### src/rtl/kbd_pkg.sv
package kbd_pkg;
   typedef enum logic [1:0] {
      KREG_NONE   = 2'd0,
      KREG_STATUS = 2'd1,
      KREG_DATA   = 2'd2
   } kbd_reg_e;
endpackage

### src/rtl/kbd_decode.sv
module kbd_decode
   import kbd_pkg::*;
#(
   parameter int                ADDR_W      = 16,
   parameter logic [ADDR_W-1:0] STATUS_ADDR = 16'hFE00,
   parameter logic [ADDR_W-1:0] DATA_ADDR   = 16'hFE02
) (
   input  logic              bus_sel,
   input  logic              bus_we,
   input  logic [ADDR_W-1:0] bus_addr,
   output kbd_reg_e          hit,
   output logic              rd_status,
   output logic              rd_data,
   output logic              wr_status
);
   initial begin
      assert (STATUS_ADDR != DATA_ADDR) else $error("kbd_decode: register addresses collide");
   end

   always_comb begin
      hit = KREG_NONE;
      if (bus_sel) begin
         if (bus_addr == STATUS_ADDR)    hit = KREG_STATUS;
         else if (bus_addr == DATA_ADDR) hit = KREG_DATA;
      end
   end

   assign rd_status = (hit == KREG_STATUS) && !bus_we;
   assign rd_data   = (hit == KREG_DATA)   && !bus_we;
   assign wr_status = (hit == KREG_STATUS) &&  bus_we;
endmodule

### src/rtl/kbd_capture.sv
module kbd_capture #(
   parameter int CODE_W = 8
) (
   input  logic              clk,
   input  logic              rst_n,
   input  logic              key_stb,
   input  logic [CODE_W-1:0] key_code,
   input  logic              rd_clr,
   output logic              ready,
   output logic [CODE_W-1:0] code_q
);
   logic take;

   // A data read wins over a coinciding strobe; the strobe is dropped.
   assign take = key_stb && !ready && !rd_clr;

   always_ff @(posedge clk or negedge rst_n) begin
      if (!rst_n) begin
         ready  <= 1'b0;
         code_q <= '0;
      end else begin
         if (rd_clr)    ready <= 1'b0;
         else if (take) ready <= 1'b1;
         if (take)      code_q <= key_code;
      end
   end

   assert_capture_R2: assert property (@(posedge clk) disable iff (!rst_n)
      (key_stb && !ready && !rd_clr) |=> (ready && code_q == $past(key_code)));
   assert_lockout_R4: assert property (@(posedge clk) disable iff (!rst_n)
      (ready && !rd_clr) |=> (ready && $stable(code_q)));
   assert_clear_on_read_R5: assert property (@(posedge clk) disable iff (!rst_n)
      rd_clr |=> !ready);
   assert_drop_same_cycle_R6: assert property (@(posedge clk) disable iff (!rst_n)
      (rd_clr && key_stb) |=> $stable(code_q));
endmodule

### src/rtl/kbd_ctrl.sv
module kbd_ctrl #(
   parameter bit IRQ_REGISTERED = 1'b0
) (
   input  logic clk,
   input  logic rst_n,
   input  logic wr_status,
   input  logic ie_wdata,
   input  logic ready,
   output logic ie,
   output logic irq
);
   always_ff @(posedge clk or negedge rst_n) begin
      if (!rst_n)         ie <= 1'b0;
      else if (wr_status) ie <= ie_wdata;
   end

   generate
      if (IRQ_REGISTERED) begin : g_irq_reg
         logic irq_q;
         always_ff @(posedge clk or negedge rst_n) begin
            if (!rst_n) irq_q <= 1'b0;
            else        irq_q <= ready && ie;
         end
         assign irq = irq_q;
      end else begin : g_irq_comb
         assign irq = ready && ie;
      end
   endgenerate

   assert_ie_write_R7: assert property (@(posedge clk) disable iff (!rst_n)
      wr_status |=> (ie == $past(ie_wdata)));
   assert_ie_hold_R7: assert property (@(posedge clk) disable iff (!rst_n)
      !wr_status |=> $stable(ie));
endmodule

### src/rtl/kbd_in_port.sv
module kbd_in_port
   import kbd_pkg::*;
#(
   parameter int                ADDR_W         = 16,
   parameter int                DATA_W         = 16,
   parameter int                CODE_W         = 8,
   parameter logic [ADDR_W-1:0] STATUS_ADDR    = 16'hFE00,
   parameter logic [ADDR_W-1:0] DATA_ADDR      = 16'hFE02,
   parameter int                READY_BIT      = 15,
   parameter int                IE_BIT         = 14,
   parameter bit                IRQ_REGISTERED = 1'b0
) (
   input  logic              clk,
   input  logic              rst_n,
   input  logic              bus_sel,
   input  logic              bus_we,
   input  logic [ADDR_W-1:0] bus_addr,
   input  logic [DATA_W-1:0] bus_wdata,
   output logic [DATA_W-1:0] bus_rdata,
   input  logic              key_stb,
   input  logic [CODE_W-1:0] key_code,
   output logic              irq
);
   localparam int PAD_W = DATA_W - CODE_W;

   initial begin
      assert (CODE_W < DATA_W) else $error("kbd_in_port: code wider than bus");
      assert (READY_BIT < DATA_W && IE_BIT < DATA_W) else $error("kbd_in_port: flag bit out of range");
      assert (READY_BIT != IE_BIT) else $error("kbd_in_port: flag bits overlap");
   end

   kbd_reg_e          hit;
   logic              rd_status, rd_data, wr_status;
   logic              ready, ie;
   logic [CODE_W-1:0] code_q;
   logic [DATA_W-1:0] status_word, data_word;
   logic              unused_wdata;

   assign unused_wdata = ^bus_wdata;

   kbd_decode #(
      .ADDR_W(ADDR_W), .STATUS_ADDR(STATUS_ADDR), .DATA_ADDR(DATA_ADDR)
   ) u_decode (
      .bus_sel(bus_sel), .bus_we(bus_we), .bus_addr(bus_addr),
      .hit(hit), .rd_status(rd_status), .rd_data(rd_data), .wr_status(wr_status)
   );

   kbd_capture #(.CODE_W(CODE_W)) u_capture (
      .clk(clk), .rst_n(rst_n), .key_stb(key_stb), .key_code(key_code),
      .rd_clr(rd_data), .ready(ready), .code_q(code_q)
   );

   kbd_ctrl #(.IRQ_REGISTERED(IRQ_REGISTERED)) u_ctrl (
      .clk(clk), .rst_n(rst_n), .wr_status(wr_status),
      .ie_wdata(bus_wdata[IE_BIT]), .ready(ready), .ie(ie), .irq(irq)
   );

   always_comb begin
      status_word            = '0;
      status_word[READY_BIT] = ready;
      status_word[IE_BIT]    = ie;
   end

   assign data_word = {{PAD_W{1'b0}}, code_q};

   always_comb begin
      unique case (1'b1)
         rd_status: bus_rdata = status_word;
         rd_data:   bus_rdata = data_word;
         default:   bus_rdata = '0;
      endcase
   end

   assert_upper_zero_R3: assert property (@(posedge clk) disable iff (!rst_n)
      rd_data |-> (bus_rdata[DATA_W-1:CODE_W] == '0));
   assert_status_read_keeps_R9: assert property (@(posedge clk) disable iff (!rst_n)
      (rd_status && ready) |=> ready);
   assert_idle_zero_R9: assert property (@(posedge clk) disable iff (!rst_n)
      (hit == KREG_NONE) |-> (bus_rdata == '0));

   generate
      if (IRQ_REGISTERED) begin : g_chk_reg
         assert_irq_follows_R8: assert property (@(posedge clk) disable iff (!rst_n)
            irq == $past(ready && ie));
      end else begin : g_chk_comb
         assert_irq_follows_R8: assert property (@(posedge clk) disable iff (!rst_n)
            irq == (ready && ie));
      end
   endgenerate
endmodule

### config.mk
export PLATFORM = sky130hd
export DESIGN_NAME = kbd_in_port
export DESIGN_NICKNAME = d
export VERILOG_FILES = /design/src/rtl/kbd_pkg.sv /design/src/rtl/kbd_decode.sv /design/src/rtl/kbd_capture.sv /design/src/rtl/kbd_ctrl.sv /design/src/rtl/kbd_in_port.sv
export SDC_FILE = /design/constraint.sdc
export NUM_CORES = 1
export LEC_CHECK = 0
export ABC_AREA = 1
export BUFFER_PORTS_ARGS = -buffer_cell sky130_fd_sc_hd__clkbuf_2
export CORE_UTILIZATION = 39
export CTS_BUF_LIST = sky130_fd_sc_hd__clkbuf_8
export DETAILED_ROUTE_END_ITERATION = 6
export GPL_ROUTABILITY_DRIVEN = 0
export PLACE_DENSITY = 0.81
export SETUP_SLACK_MARGIN = 0.05
export SLEW_MARGIN = 20
export SYNTH_ARGS = -nofsm -noshare
export SYNTH_HDL_FRONTEND = slang
export SYNTH_SLANG_ARGS = --single-unit
### constraint.sdc
create_clock -name clk -period 1.4 [get_ports clk]
set_clock_uncertainty 0.15 [all_clocks]
set_input_delay 0.21 -clock clk [delete_from_list [all_inputs] [get_ports clk]]
set_output_delay 0.21 -clock clk [all_outputs]
set_load 0.01 [all_outputs]
Yosys cells after proc, flatten, opt, wreduce, memory -nomap -nowiden
Cells that the tools add are included.
- input port bits: 45
- word-level logic and storage cells: 23
- register bits: 10
- output and inout bits: 17
- equal/unequal tests: 4
- reduce and logical (&&, ||, !) cells: 10
- multiplexer cells: 6
- operator list (kind ; count):
    $eq 16x16->1 const B ; 2
    $pmux 16 s2 ; 1
    $logic_and 1x1->1 ; 6
    $mux 2 ; 3
    $logic_not 1->1 ; 3
    $eq 2x1->1 const B ; 1
    $eq 2x2->1 const B ; 1
    $mux 1 ; 2
    $reduce_bool 2->1 ; 1

Longest topological paths before layout
- depth after elaboration: 10
- mapped depth: 8
- depth with buffers taken out: 8

Cells and area by module
A second synthesis with hierarchy kept.
- cells, all modules: 101
- area, all modules: 665.6 um^2
- by module, submodules not included (module ; seq. area each (um^2) ; cells an instance ; times used ; area each (um^2)):
    kbd_capture ; 225.2 ; 38 ; 1 ; 360.3
    kbd_decode ; 0.0 ; 28 ; 1 ; 128.9
    kbd_in_port ; 0.0 ; 28 ; 1 ; 128.9
    kbd_ctrl ; 25.0 ; 7 ; 1 ; 47.5

Least setup slack after synthesis
OpenSTA, ideal clock, no wires.
- path type: input port to output port
- start: input port bus_addr[8]
- end: output port bus_rdata[0]
- slack: 0.107 ns
- arrival: 0.933 ns
- data required time: 1.040 ns
- path buffers: 0
- cell stages on the path: 7
- path through: inv_1 > nand2_1 > nor2_1 > nand2_1 > nor2_2 > nand3_2 > nor2_1
- word-level cells in the longest chain between the ends: 7
- elaborated cells between the ends (all ways): 10
- classes of those cells: eq/ne (4); mux (4); reduce/logical (2)
- ends and longest elaborated chain (element ; RTL line ; RTL):
    from (decl) ; kbd_in_port.sv:17 ; input logic [ADDR_W-1:0] bus_addr,
    $eq 16x16->1 ; kbd_decode.sv:24 ; else if (bus_addr == DATA_ADDR) hit = KREG_DATA;
    $mux 2 ; kbd_decode.sv:24 ;
    $mux 2 * ; kbd_decode.sv:23 ; if (bus_addr == STATUS_ADDR) hit = KREG_STATUS;
    $mux 2 * ; kbd_decode.sv:22 ; if (bus_sel) begin
    $eq 2x2->1 / $eq 2x1->1 (equally long branches) ; kbd_decode.sv:29, kbd_decode.sv:28 ;
    $logic_and 1x1->1 (on tied branches) ; kbd_decode.sv:29, kbd_decode.sv:28 ;
    $pmux 16 s2 * ; kbd_in_port.sv:67 ; unique case (1'b1)
    to (decl) ; kbd_in_port.sv:19 ; output logic [DATA_W-1:0] bus_rdata,
Mark *: on every way between the ends. The rest lies on a longest branch, timed or not.

Worst setup path in the final report
- start: input port bus_addr[8]
- end: output port bus_rdata[5]
The elaborated chain is that of the path after synthesis.

==> qor.yml <==
status:
  outcome: "finished with violations"
  failed_checks: "setup timing"
finish:
  n_fill_cell: 148
  num_antenna_cells: 0
  post-route-util_pct: 68.87
  final_cells: 196
  final_cell_area_um2: 1215
  drive_gt1_share_pct: 50.29
  area_growth_pct: 61.30
  layout.nets: 218
drt:
  drt_wl_total_mm: 2.229
  antenna_left: 0
  via_per_inst: 4.561
  post_drt_wl_per_cell_um: 11.37
  firstDrtPassIters: 4
  drc_errors: 0
  vias: 894
  drt_first_iter_violations: 31
floorplanning:
  die_w_um: 45.95
  initial_utilization_pct: 42.70
  die-area_um2: 2111
  die_h_um: 45.95
  io_pins: 62
  core_area_um2: 1764
  num_rows: 15
critical_path:
  arrival_ps: 1210
  start_kind: "input pin"
  crit_type: "input pin to primary output"
  worstPathMaxFanout: 5
  cp-end-kind: "primary output"
  path_cells: "buf_6, inv_4, nand2_4, nor2_4, nand2_2, nor2_4, nand3_4, nor2_2, buf_2"
  crit_required_ps: 1040
  crit_slowest_cell: "nor2_4"
  slowest_delay_ps: 200
  critPathMostFrequentCell: "nor2_4"
synthesis:
  yosysUniqueCellTypes: 17
  syn_area_um2: 753.2
  syn_inst: 114
  ys_seq_elements: 10
  synth_area_per_cell_um2: 6.607
  yosysWarningCount: 0
  seq_area_frac_synth_pct: 33.22
timing:
  period_minus_slack_ps: 1569
  setup_violations: 10
  rsz0062_at_grt: "true"
  hold_viol_final: 0
  max_freq_mhz: 637.4
  finalCritPeriodShare_pct: 112.1
  maxSlewViolCount: 0
  layout_setup_ws_ps: -168.8
placement:
  place_area_um2: 1033
  post-place-cells: 188
  port_buffers: 40
  dpl.hpwl_mm: 1.405
pwr:
  ir_drop_mv: 0.6461
  p_leak_nw: 0.6792
  power.density_nw_per_um2: 816.4
  p_total_w: 0.0009918
clock_network:
  path_clk_slew_ps: 40
  insertion_delay_ps: 240
  cts_tree: "built"
  cts_buffers: 3
  clockBufferDepth: 2
  clock_sinks: 10
  htreeDepth: 1
  cts_root_buf: "clkbuf_8"
grt:
  grt_antenna_before_repair: 0
  grtUsageTotal_pct: 21.84
  grt_pass1_wl_mm: 3.215
  overflow: 0
  grt_pass1_vias: 740
  grt_max_degree: 11
run:
  drv_cap: 0
min_path:
  min_path_type: "input pin to flip-flop"
[worst max-delay path, delay by kind of cell]
family | cells | cell delay, ps
buf+inv | 3 | 290
simple gates | 6 | 710
[routing by layer]
| layer | up-vias | part of all wire (%) | GRT usage [%] |
|---|---|---|---|
| li1 | 446 | - | - |
| met1 | 408 | 39 | 25.78 |
| met2 | 33 | 54 | 36.34 |
| met3 | 7 | 4.5 | 6.746 |
| met4 | 0 | 2.2 | 8.824 |
| met5 | - | 0 | 0 |
[cells in the mapped netlist]
cell type	n	share of area, %
nor2_2	4	3.3
nand3b_1	1	1.0
nand3_2	1	1.3
nor3_1	3	2.0
inv_2	1	0.50
buf_4	6	6.0
nand4_1	3	2.5
nand3_4	1	2.3
nand2_2	2	1.7
nand2_1	32	16
conb_1	1	0.50
dfrtp_1	10	33
inv_1	20	10
nor2_4	3	4.5
nand3_1	8	5.3
nor2_1	17	8.5
nand2_4	1	1.5
[cell families after synthesis]
logic type | share of synthesized area (%)
AND/OR/NAND/NOR | 49.83
flip-flops | 33.22
other | 0.4979
buffers and inverters | 16.44
[state kept, by name, indices dropped and copies added (netlist names)]
| signal | cells |
|---|---|
| u_capture.code_q | 8 |
| u_ctrl.ie | 1 |
| u_capture.ready | 1 |
[power by group]
group / internal [W] / switching [W] / leakage, nW
Sequential: 0.000368 / 0.0000471 / 0.123
Combinational: 0.000111 / 0.000160 / 0.534
Clock: 0.000189 / 0.000117 / 0.0216
[layout make-up]
type / count / area, um2 / area share [%]
clock buffers: 3 / 41.29 / 3.399
inverters: 21 / 81.33 / 6.694
multi-input cells: 83 / 490.5 / 40.37
flip-flops and latches: 10 / 250.2 / 20.60
well taps: 25 / 31.28 / 2.575
repair buffers: 54 / 320.3 / 26.36
[metrics by stage]
| step | hold WS [ps] | worst slack [ps] | TNS, ps |
|---|---|---|---|
| global route | 56.62 | -208.0 | -1824 |
| finish | 47.14 | -168.8 | -1323 |
| global placement | -68.07 | -184.4 | -1515 |
| detailed placement | -64.30 | -203.6 | -1666 |
| floorplan | -235.6 | 107.4 | 0 |
| CTS | 44.78 | -99.69 | -819.8 |
[worst paths after layout]
path                                            startpoint                              end  slack [ps]  cells past startpoint
max                                            bus_addr[8]                     bus_rdata[5]        -170                      9
max reg2reg                    u_capture.ready$_DFFE_PN0P_  u_capture.code_q[7]$_DFFE_PN0P_         120                      4
min in group asynchronous                            rst_n  u_capture.code_q[0]$_DFFE_PN0P_         230                      2
min                                            key_code[2]  u_capture.code_q[2]$_DFFE_PN0P_          50                      3
min reg2reg                u_capture.code_q[5]$_DFFE_PN0P_  u_capture.code_q[5]$_DFFE_PN0P_         320                      2
max in group asynchronous                            rst_n  u_capture.code_q[2]$_DFFE_PN0P_         660                      2
[repair_timing]
item | 4_1_cts | 5_1_grt
hold endpoints to repair | 10 | 0
buffers inserted | 1 | 2
hold buffers | 1 | 0
gates resized for setup | 9 | 26
setup endpoints to repair | 10 | 10
gates cloned | 1 | 0
pin swaps | 3 | 5
[cell usage in the layout (no fill, tap or decap), drive strengths merged]
master and count:
conb 6, nor2 24, nand4 3, dfrtp 10, nand2 35, dlygate4sd3 1
clkbuf 33, buf 23, nand3 11, nand3b 1, inv 21, nor3 3
Note: power is estimated with default switching activity, not from simulation.
